==> src/rtl/uirq_pkg.sv <==
package uirq_pkg;
  localparam int NSRC = 4;
  // enable bit positions, fixed by the register layout software sees
  localparam int SRC_RX    = 0;
  localparam int SRC_TX    = 1;
  localparam int SRC_LINE  = 2;
  localparam int SRC_MODEM = 3;

  typedef enum logic [2:0] {
    ID_NONE  = 3'b001,
    ID_LINE  = 3'b110,
    ID_RX    = 3'b100,
    ID_TX    = 3'b010,
    ID_MODEM = 3'b000
  } id_code_e;
endpackage

==> src/rtl/uirq_enable_reg.sv <==
module uirq_enable_reg
  import uirq_pkg::*;
#(
  parameter int DW = 8
) (
  input  logic          clk,
  input  logic          rst,
  input  logic          wr,
  input  logic [DW-1:0] wdata,
  output logic [NSRC-1:0] en_q,
  output logic          tx_arm
);
  // enabling the holding-empty source while already empty arms it
  assign tx_arm = wr & wdata[SRC_TX] & ~en_q[SRC_TX];

  always_ff @(posedge clk) begin
    if (rst)     en_q <= '0;
    else if (wr) en_q <= wdata[NSRC-1:0];
  end
endmodule

==> src/rtl/uirq_tx_pending.sv <==
module uirq_tx_pending (
  input  logic clk,
  input  logic rst,
  input  logic cond,
  input  logic arm,
  input  logic thr_wr,
  input  logic id_rd_hit,
  output logic pend
);
  logic cond_d;
  logic set_ev;
  logic clr_ev;

  assign set_ev = (cond & ~cond_d) | (arm & cond);
  assign clr_ev = thr_wr | id_rd_hit;

  always_ff @(posedge clk) begin
    if (rst) begin
      cond_d <= 1'b0;
      pend   <= 1'b0;
    end else begin
      cond_d <= cond;
      pend   <= cond & (set_ev | (pend & ~clr_ev));
    end
  end
endmodule

==> src/rtl/uirq_prio_enc.sv <==
module uirq_prio_enc
  import uirq_pkg::*;
(
  input  logic [NSRC-1:0] active,
  output logic            any,
  output logic [2:0]      code
);
  assign any = |active;

  always_comb begin
    if (active[SRC_LINE])       code = ID_LINE;
    else if (active[SRC_RX])    code = ID_RX;
    else if (active[SRC_TX])    code = ID_TX;
    else if (active[SRC_MODEM]) code = ID_MODEM;
    else                        code = ID_NONE;
  end
endmodule

==> src/rtl/uart_irq_ident.sv <==
module uart_irq_ident
  import uirq_pkg::*;
#(
  parameter int DW = 8
) (
  input  logic          clk,
  input  logic          rst,
  input  logic          en_wr,
  input  logic [DW-1:0] en_wdata,
  input  logic          thr_wr,
  input  logic          iir_rd,
  input  logic          cond_line,
  input  logic          cond_rx,
  input  logic          cond_thre,
  input  logic          cond_modem,
  output logic          irq,
  output logic [DW-1:0] iir_data,
  output logic [DW-1:0] ier_data
);
  localparam int PADW = DW - NSRC;
  localparam int IDPAD = DW - 3;

  logic [NSRC-1:0] en_q;
  logic            tx_arm;
  logic            tx_pend;
  logic            id_rd_hit;
  logic [NSRC-1:0] raw;
  logic [NSRC-1:0] active;
  logic            any;
  logic [2:0]      code;
  logic            irq_q;
  logic [2:0]      code_q;

  uirq_enable_reg #(.DW(DW)) u_en (
    .clk(clk), .rst(rst), .wr(en_wr), .wdata(en_wdata),
    .en_q(en_q), .tx_arm(tx_arm)
  );

  assign id_rd_hit = iir_rd & (code_q == ID_TX);

  uirq_tx_pending u_tx (
    .clk(clk), .rst(rst), .cond(cond_thre), .arm(tx_arm),
    .thr_wr(thr_wr), .id_rd_hit(id_rd_hit), .pend(tx_pend)
  );

  always_comb begin
    raw            = '0;
    raw[SRC_RX]    = cond_rx;
    raw[SRC_TX]    = tx_pend;
    raw[SRC_LINE]  = cond_line;
    raw[SRC_MODEM] = cond_modem;
  end

  for (genvar i = 0; i < NSRC; i++) begin : g_gate
    assign active[i] = raw[i] & en_q[i];
  end

  uirq_prio_enc u_enc (.active(active), .any(any), .code(code));

  always_ff @(posedge clk) begin
    if (rst) begin
      irq_q  <= 1'b0;
      code_q <= ID_NONE;
    end else begin
      irq_q  <= any;
      code_q <= code;
    end
  end

  assign irq      = irq_q;
  assign iir_data = {{IDPAD{1'b0}}, code_q};
  assign ier_data = {{PADW{1'b0}}, en_q};
endmodule

==> config.mk <==
export PLATFORM = sky130hd
export DESIGN_NAME = uart_irq_ident
export DESIGN_NICKNAME = d
export VERILOG_FILES = /design/src/rtl/uirq_pkg.sv /design/src/rtl/uirq_enable_reg.sv /design/src/rtl/uirq_tx_pending.sv /design/src/rtl/uirq_prio_enc.sv /design/src/rtl/uart_irq_ident.sv
export SDC_FILE = /design/constraint.sdc
export NUM_CORES = 1
export LEC_CHECK = 0
export BUFFER_PORTS_ARGS = -buffer_cell sky130_fd_sc_hd__buf_2
export CORE_AREA = 2 2 39 41
export DETAILED_ROUTE_END_ITERATION = 12
export DIE_AREA = 0 0 41 43
export PLACE_DENSITY = 0.72
export REMOVE_ABC_BUFFERS = 1
export SLEW_MARGIN = 20
export SYNTH_ARGS = -nofsm -noshare
export SYNTH_HDL_FRONTEND = slang
export SYNTH_SLANG_ARGS = --single-unit
export TNS_END_PERCENT = 30
==> constraint.sdc <==
create_clock -name clk -period 1.9 [get_ports clk]
set_clock_uncertainty 0.15 [all_clocks]
set_input_delay 0.19 -clock clk [delete_from_list [all_inputs] [get_ports clk]]
set_output_delay 0.19 -clock clk [all_outputs]
set_load 0.005 [all_outputs]
# --- Yosys cells after proc, flatten, opt, wreduce, memory -nomap -nowiden ---
# Cells that the tools add are included.
word_totals:
  register_bits: 10
  word_cells: 28
classes:
  eq_ne: 1
  mux: 4
  n_bitwise: 17
  n_reduce_logical: 1
op_table:
  columns: ["cell", "count"]
  rows:
  - ["$and A1 B1 Y1", 11]
  - ["$mux W3", 3]
  - ["$reduce_or A4 Y1", 1]
  - ["$eq A3 B2 Y1 const B", 1]
  - ["$not A1 Y1", 3]
  - ["$or A1 B1 Y1", 3]
  - ["$mux W1", 1]

# --- Longest topological paths before layout ---
# Gate-level depths: netlist of the first run.
depth:
  word_depth: 7
  mapped_depth: 4
  ltp_nobuf: 3

# --- Modules after synthesis ---
# A second synthesis of the first run with hierarchy kept.
unflattened:
  hier_cells: 48
  hier_area_um2: 469.2
modules_own_cells:
  columns: ["mod", "instances", "cells_per_inst", "area_each_um2", "seq_area_each_um2"]
  rows:
  - ["uart_irq_ident", 1, 23, 214.0, 80.1]
  - ["uirq_enable_reg", 1, 14, 156.4, 80.1]
  - ["uirq_tx_pending", 1, 6, 67.6, 40.0]
  - ["uirq_prio_enc", 1, 5, 31.3, 0.0]

# --- Worst setup path before layout of the first run ---
# No wires, ideal clock.
synth_timing:
  path_kind: "register to register"
  start: "register code_q[0]"
  end: "register u_tx.pend"
  arrival_time_ns: 0.793
  path_slack_ns: 0.842
  stages_incl_launch_ff: 4
  path_cell_list: "dfxtp_1 > nor4bb_1 > o311ai_1 > and2_1"
synth_between:
  elab_chain_len: 7
synth_lines:
  columns: ["item", "line", "text"]
  rows:
  - ["from (decl)", "uart_irq_ident.sv:32", "logic [2:0] code_q;"]
  - ["from (signal assigned)", "uart_irq_ident.sv:66", "code_q <= code;"]
  - ["$eq A3 B2 Y1", "uart_irq_ident.sv:39", "assign id_rd_hit = iir_rd & (code_q == ID_TX);"]
  - ["$and A1 B1 Y1", "uart_irq_ident.sv:39", null]
  - ["$or A1 B1 Y1", "uirq_tx_pending.sv:15", "assign clr_ev = thr_wr | id_rd_hit;"]
  - ["$not A1 Y1", "uirq_tx_pending.sv:23", "pend <= cond & (set_ev | (pend & ~clr_ev));"]
  - ["$and A1 B1 Y1", "uirq_tx_pending.sv:23", null]
  - ["$or A1 B1 Y1", "uirq_tx_pending.sv:23", null]
  - ["$and A1 B1 Y1", "uirq_tx_pending.sv:23", null]
  - ["to (signal assigned)", "uirq_tx_pending.sv:23", null]
  - ["to (decl)", "uirq_tx_pending.sv:8", "output logic pend"]
# Every way passes these cells.
# A chain may end at the register's enable or synchronous reset.

# --- Worst setup path in the final report of the first run ---
layout_timing:
  start: "register u_en.en_q[1]"
  end: "output ier_data[1]"
layout_lines:
  columns: ["item", "line", "text"]
  rows:
  - ["from (decl)", "uirq_enable_reg.sv:10", "output logic [NSRC-1:0] en_q,"]
  - ["from (signal assigned)", "uirq_enable_reg.sv:18", "else if (wr) en_q <= wdata[NSRC-1:0];"]
  - ["to (decl)", "uart_irq_ident.sv:18", "output logic [DW-1:0] ier_data"]
# No word-level cell between the ends.

==> results of run 1 <==
metrics by stage:
step	power, W	cell area [um2]	hold WS, ps	cells
after floorplan	0.000253	372	109	41
final	0.000460	528	15.3	81
after detailed placement	0.000281	492	282	77
after global placement	0.000280	492	273	77
after global routing	0.000486	528	29.4	81
after CTS	0.000466	528	12.9	81
Yosys cell counts:
master	n
sky130_fd_sc_hd__inv_1	2
sky130_fd_sc_hd__buf_6	1
sky130_fd_sc_hd__nand3b_1	1
sky130_fd_sc_hd__o311ai_1	1
sky130_fd_sc_hd__clkbuf_2	1
sky130_fd_sc_hd__buf_4	9
sky130_fd_sc_hd__a31oi_1	1
sky130_fd_sc_hd__and2_1	1
sky130_fd_sc_hd__dfxtp_1	10
sky130_fd_sc_hd__conb_1	1
sky130_fd_sc_hd__nand3_1	1
sky130_fd_sc_hd__nor2b_1	1
sky130_fd_sc_hd__nor2_1	4
sky130_fd_sc_hd__a21oi_1	2
sky130_fd_sc_hd__nor4bb_1	1
sky130_fd_sc_hd__mux2i_1	4
sky130_fd_sc_hd__nand2_1	2
sky130_fd_sc_hd__a22oi_1	1
kinds of logic after synthesis:
| group | Yosys count | share of synthesized area |
|---|---|---|
| AO/OA/AOI/OAI | 5 | 0.0765 |
| buffers and inverters | 13 | 0.215 |
| flip-flops | 10 | 0.471 |
| multiplexers | 4 | 0.0941 |
| other | 1 | 0.00882 |
| AND/OR/NAND/NOR | 11 | 0.135 |
worst reg2reg max path, stage by stage (launching register included):
cell and delay [ps]:
sky130_fd_sc_hd__dfxtp_1 300, sky130_fd_sc_hd__nor4bb_1 290, sky130_fd_sc_hd__o311ai_1 110, sky130_fd_sc_hd__and2_1 160
cell type report:
type,count,area share
well taps,16,0.0379
multi-input cells,29,0.310
repair buffers,20,0.190
inverters,2,0.0142
clock buffers,4,0.0687
flip-flops and latches,10,0.379
power breakdown:
part | total [W] | internal [W] | switching (W) | leakage (nW)
registers | 0.000228 | 0.000222 | 0.00000663 | 0.0824
logic | 0.0000480 | 0.0000247 | 0.0000233 | 0.167
clock network | 0.000184 | 0.000116 | 0.0000675 | 0.0210
placed cells by master (no fill, tap or decap):
master and n:
sky130_fd_sc_hd__nor4bb_1 1, sky130_fd_sc_hd__conb_1 9, sky130_fd_sc_hd__mux2i_1 4, sky130_fd_sc_hd__o311ai_1 1, sky130_fd_sc_hd__a22oi_1 1, sky130_fd_sc_hd__dfxtp_1 10, sky130_fd_sc_hd__a21oi_1 2, sky130_fd_sc_hd__clkbuf_4 3
sky130_fd_sc_hd__nand3b_1 1, sky130_fd_sc_hd__buf_2 20, sky130_fd_sc_hd__nand2_1 2, sky130_fd_sc_hd__nor2_1 4, sky130_fd_sc_hd__clkbuf_8 1, sky130_fd_sc_hd__a31oi_1 1, sky130_fd_sc_hd__nor2b_1 1, sky130_fd_sc_hd__nand3_1 1
sky130_fd_sc_hd__inv_1 2, sky130_fd_sc_hd__and2_1 1
worst paths after layout:
path                                                start                        end  slack [ps]  depth (start not counted)
worst max register to register       code_q[0]$_SDFF_PP1_       u_tx.pend$_SDFF_PP0_         790                          3
worst max-delay path            u_en.en_q[1]$_SDFFE_PP0P_                ier_data[1]         780                          1
worst min register to register     u_tx.cond_d$_SDFF_PP0_       u_tx.pend$_SDFF_PP0_         340                          2
worst min-delay path                          en_wdata[0]  u_en.en_q[0]$_SDFFE_PP0P_          20                          3
flip-flops by register name (all words and copies together) (netlist names):
name and cells:
irq 1, u_tx.pend 1, u_tx.cond_d 1, u_en.en_q 4, code_q 3
layer usage:
metal  vias up  GRT usage
met5         -          0
met4         0     0.0600
met3         2     0.0314
met2        21      0.125
met1       145      0.121
li1        169          -
==> flow_metrics.env, run 1 <==
export IMPL_synth_yosys_warnings=0
export IMPL_htreeDepth=1
export IMPL_timing_final_crit_period_ps=1120
export IMPL_synth_seq_cells=10
export IMPL_layout_drive_gt1_share=0.369
export IMPL_run_status="finished clean"
export IMPL_number_of_setup_violations_in_the_final_report=0
export IMPL_timing_critical_path_from_type="flop"
export IMPL_drt_iter0_drcs=8
export IMPL_vias_per_cell=4.16
export IMPL_synth_cell_type_count=18
export IMPL_path_clk_slew_ps=60
export IMPL_post_route_drc_count=0
export IMPL_place_congestion=0.753
export IMPL_layout_worst_path_cycle_share=0.592
export IMPL_fmax_mhz=890
export IMPL_max_cap_violations=0
export IMPL_final_core_utilization=0.382
export IMPL_sequential_cell_area_um2=200
export IMPL_p_per_area_nw_per_um2=871
export IMPL_finalNetCount=83
export IMPL_ctsRootBufferMaster="sky130_fd_sc_hd__clkbuf_4"
export IMPL_setup_worst_path_end_class="output pin"
export IMPL_ios=34
export IMPL_syn2layout_area_growth_pct=24.1
export IMPL_die_area_um2=1760
export IMPL_dr_wl_met2_um=332
export IMPL_highest_layer="met4"
export IMPL_die_width_um=41
export IMPL_slowest_delay_ps=380
export IMPL_grt_first_pass_wirelength_um=1090
export IMPL_drt_pre_antenna_iters=4
export IMPL_grt_total_usage=0.0927
export IMPL_rsz0062_at_grt="no"
export IMPL_clock_sinks=10
export IMPL_critical_path_buf_inv_count=1
export IMPL_timing_max_transition_violations_final=0
export IMPL_synth_sequential_area_ratio=0.471
export IMPL_syn_mean_instance_area_um2=9.67
export IMPL_place_port_buffers=20
export IMPL_ant_nets=0
export IMPL_hold_path_class="input port to flop"
export IMPL_report_final_hold_viol_count=0
export IMPL_crit_chain="buf_2"
export IMPL_top_cell_type_s_share_of_synthesized_area=0.471
export IMPL_coreArea_um2=1380
export IMPL_post_synthesis_cell_type_with_the_largest_combined_area="sky130_fd_sc_hd__dfxtp_1"
export IMPL_dieHeight_um=43
export IMPL_critPathMaxFanout=5
export IMPL_detailed_place_hpwl_um=584
export IMPL_starting_density_of_the_core=0.307
export IMPL_finalSetupTns_ps=0
export IMPL_netlist_area_um2=425
export IMPL_detail_route_wirelength_met1_um=321
export IMPL_post_synth_main_area_contributors="sky130_fd_sc_hd__dfxtp_1 47%, sky130_fd_sc_hd__buf_4 16%, sky130_fd_sc_hd__mux2i_1 9.4%, sky130_fd_sc_hd__nor2_1 3.5%, sky130_fd_sc_hd__buf_6 2.6%"
export IMPL_arrival_time_of_data_at_the_critical_path_endpoint_ps=780
export IMPL_syn_inst=44
export IMPL_grt_antenna_before_repair=0
export IMPL_route_detailed_wl_per_inst_um=9.07
export IMPL_wl_um=735
export IMPL_grt_overflow_total=0
export IMPL_antenna_cells=0
export IMPL_worst_skew_pair_late_latency_ps=260
export IMPL_tritoncts_num_buffers=3
export IMPL_critPathRequiredTime_ps=1560
export IMPL_routed_via_count=337
export IMPL_post_cts_hold_buffer_count=0
export IMPL_multi_input_area_um2=164
export IMPL_number_of_post_cts_setup_repair_buffers=0
export IMPL_leakagePower_nw=0.270
export IMPL_crit_path_top_delay_cell="sky130_fd_sc_hd__dfxtp_1"
export IMPL_floorplan_rows=14
export IMPL_grt_pass1_vias=263
export IMPL_ir_worst_vdd_v=0.000358
export IMPL_setup_ws_ps=776
export IMPL_dp_slack_ps=788
export IMPL_cts_tree="built"
export IMPL_grt_max_degree=9
export IMPL_cts_root_to_sink_buffers=2
export IMPL_postCtsResizedCells=0
export IMPL_met3WireLength_um=77
export IMPL_critPathKind="flop to output pin"
export IMPL_filler_cell_count=151
export IMPL_cp_top_family="flip-flops"
(Power assumes the default switching activity.)
==> inputs of run 2 (changes only) <==
- CORE_AREA: 2 2 39 41 -> unset
- CORE_MARGIN: unset -> 2
- CORE_UTILIZATION: unset -> 32
- DIE_AREA: 0 0 41 43 -> unset
- PLACE_DENSITY: 0.72 -> 0.74
- clock period: 1.9 -> 0.95 ns (I/O delays scaled with it)
==> flow_metrics.env, run 2 (same netlist as run 1, synthesis figures left out) <==
export IMPL_setup_reg_to_reg_worst_slack_ps=-180
export IMPL_filler_cell_count=134
export IMPL_place_congestion=0.755
export IMPL_grt_overflow_total=0
export IMPL_critPathMaxFanout=2
export IMPL_ant_nets=0
export IMPL_total_design_power_w=0.000999
export IMPL_arrival_time_of_data_at_the_critical_path_endpoint_ps=1140
export IMPL_ios=34
export IMPL_critPathRequiredTime_ps=960
export IMPL_htreeDepth=1
export IMPL_place_port_buffers=20
export IMPL_rsz0062_at_grt="yes"
export IMPL_violations="hold timing, setup timing"
export IMPL_coreArea_um2=1270
export IMPL_layout_drive_gt1_share=0.493
export IMPL_ir_worst_vdd_v=0.000633
export IMPL_layout_worst_path_cycle_share=1.19
export IMPL_hp_start="rst"
export IMPL_wl_um=862
export IMPL_grt_first_pass_wirelength_um=1090
export IMPL_grt_antenna_before_repair=0
export IMPL_routed_via_count=377
export IMPL_floorplan_rows=13
export IMPL_setup_ws_ps=-181
export IMPL_dp_slack_ps=-172
export IMPL_timing_critical_path_from_type="flop"
export IMPL_ctsRootBufferMaster="sky130_fd_sc_hd__clkbuf_4"
export IMPL_largest_reg_flops=4
export IMPL_critPathKind="flop to flop"
export IMPL_leakagePower_nw=0.339
export IMPL_syn2layout_area_growth_pct=59.1
export IMPL_detailed_place_hpwl_um=602
export IMPL_worst_skew_pair_late_latency_ps=260
export IMPL_setup_worst_path_end_class="flop"
export IMPL_cts_root_to_sink_buffers=2
export IMPL_dieHeight_um=40.5
export IMPL_clock_sinks=10
export IMPL_stdcell_count=90
export IMPL_run_status="finished, violations left"
export IMPL_most_common_layout_cells="15 x sky130_fd_sc_hd__buf_2, 9 x sky130_fd_sc_hd__conb_1, 9 x sky130_fd_sc_hd__buf_6"
export IMPL_report_final_hold_viol_count=8
export IMPL_tritoncts_num_buffers=3
export IMPL_antenna_cells=0
export IMPL_p_per_area_nw_per_um2=1480
export IMPL_fmax_mhz=884
export IMPL_drt_iter0_drcs=0
export IMPL_hold_path_class="input port to flop"
export IMPL_max_cap_violations=0
export IMPL_rr_endpoint="u_tx.pend$_SDFF_PP0_"
export IMPL_critical_path_reg2reg_startpoint="code_q[2]$_SDFF_PP0_"
export IMPL_route_detailed_wl_per_inst_um=9.58
export IMPL_hold_worst_slack_ps=-57.9
export IMPL_hold_path_depth=2
export IMPL_hold_path_endpoint="code_q[1]$_SDFF_PP0_"
export IMPL_mostFrequentLayoutCell="sky130_fd_sc_hd__buf_2"
export IMPL_post_cts_hold_buffer_count=5
export IMPL_top_regs="u_en.en_q (4), code_q (3)"
export IMPL_starting_density_of_the_core=0.335
export IMPL_grt_pass1_vias=283
export IMPL_number_of_setup_violations_in_the_final_report=7
export IMPL_die_width_um=40.5
export IMPL_dp_cells=79
export IMPL_timing_max_transition_violations_final=0
export IMPL_finalNetCount=93
export IMPL_cts_tree="built"
export IMPL_timing_final_crit_period_ps=1130
export IMPL_die_area_um2=1640
export IMPL_vias_per_cell=4.19
export IMPL_drt_pre_antenna_iters=1
export IMPL_reg2regPathDepth=3
export IMPL_path_clk_slew_ps=70
export IMPL_top_register="u_en.en_q"
export IMPL_grt_max_degree=9
export IMPL_post_route_drc_count=0
export IMPL_grt_total_usage=0.111
==> run 2: changes by cell type in the layout (fill, tap and decap cells not counted), sizes merged <==
cell	previous run	this run
buf	20	25
dlygate4sd3	0	4
dlymetal6s4s	0	1
==> run 2: what timing repair did <==
item	4_1_cts	5_1_grt
gates cloned	0	0
gates resized for setup	7	11
pin swaps	3	0
hold endpoints to repair	9	7
endpoints found under the setup margin	7	12
setup buffers	1	1
==> run 2: per-stage QoR <==
stage | utilization | setup TNS, ps | hold WS, ps | area, um2
2_1_floorplan | - | -108 | 14.1 | 372
3_3_place_gp | 0.404 | -124 | 175 | 513
3_5_place_dp | 0.404 | -181 | 187 | 513
4_1_cts | 0.496 | -580 | -51.0 | 629
5_1_grt | 0.534 | -848 | -51.3 | 677
6_report | 0.534 | -529 | -57.9 | 677
==> run 2: worst max path at each step <==
stage                                     from                   end  slack [ps]  depth (start not counted)
after global placement    code_q[0]$_SDFF_PP1_  u_tx.pend$_SDFF_PP0_        -120                          3
final                     code_q[2]$_SDFF_PP0_  u_tx.pend$_SDFF_PP0_        -180                          3
after global routing      code_q[2]$_SDFF_PP0_  u_tx.pend$_SDFF_PP0_        -210                          3
after detailed placement  code_q[0]$_SDFF_PP1_  u_tx.pend$_SDFF_PP0_        -170                          3
after floorplan           code_q[0]$_SDFF_PP1_  u_tx.pend$_SDFF_PP0_        -110                          3
after CTS                 code_q[2]$_SDFF_PP0_  u_tx.pend$_SDFF_PP0_        -190                          3
==> run 2: layout make-up <==
class	count	area [um2]	area share
repair buffers	30	236	0.349
multi-input cells	29	169	0.250
well taps	15	18.8	0.0277
clock buffers	4	36.3	0.0536
flip-flops and latches	10	209	0.309
inverters	2	7.51	0.0111
==> run 2: critical path: stages, from the launching register on <==
cell,delay [ps]
sky130_fd_sc_hd__dfxtp_1,310
sky130_fd_sc_hd__nor4bb_1,300
sky130_fd_sc_hd__o311ai_1,120
sky130_fd_sc_hd__and2_1,160
==> run 2: where the power goes <==
part / switching, W / internal (W)
Sequential: 0.0000145 / 0.000447
Clock: 0.000149 / 0.000233
Combinational: 0.0000579 / 0.0000984
Total: 0.000222 / 0.000778
==> run 2: per-layer routing <==
layer / global-route usage / share of wire / wire, um
met5: 0 / 0 / 0
met4: 0.100 / 0 / 0
met3: 0.0333 / 0.089 / 77
met2: 0.155 / 0.51 / 440
met1: 0.133 / 0.40 / 344
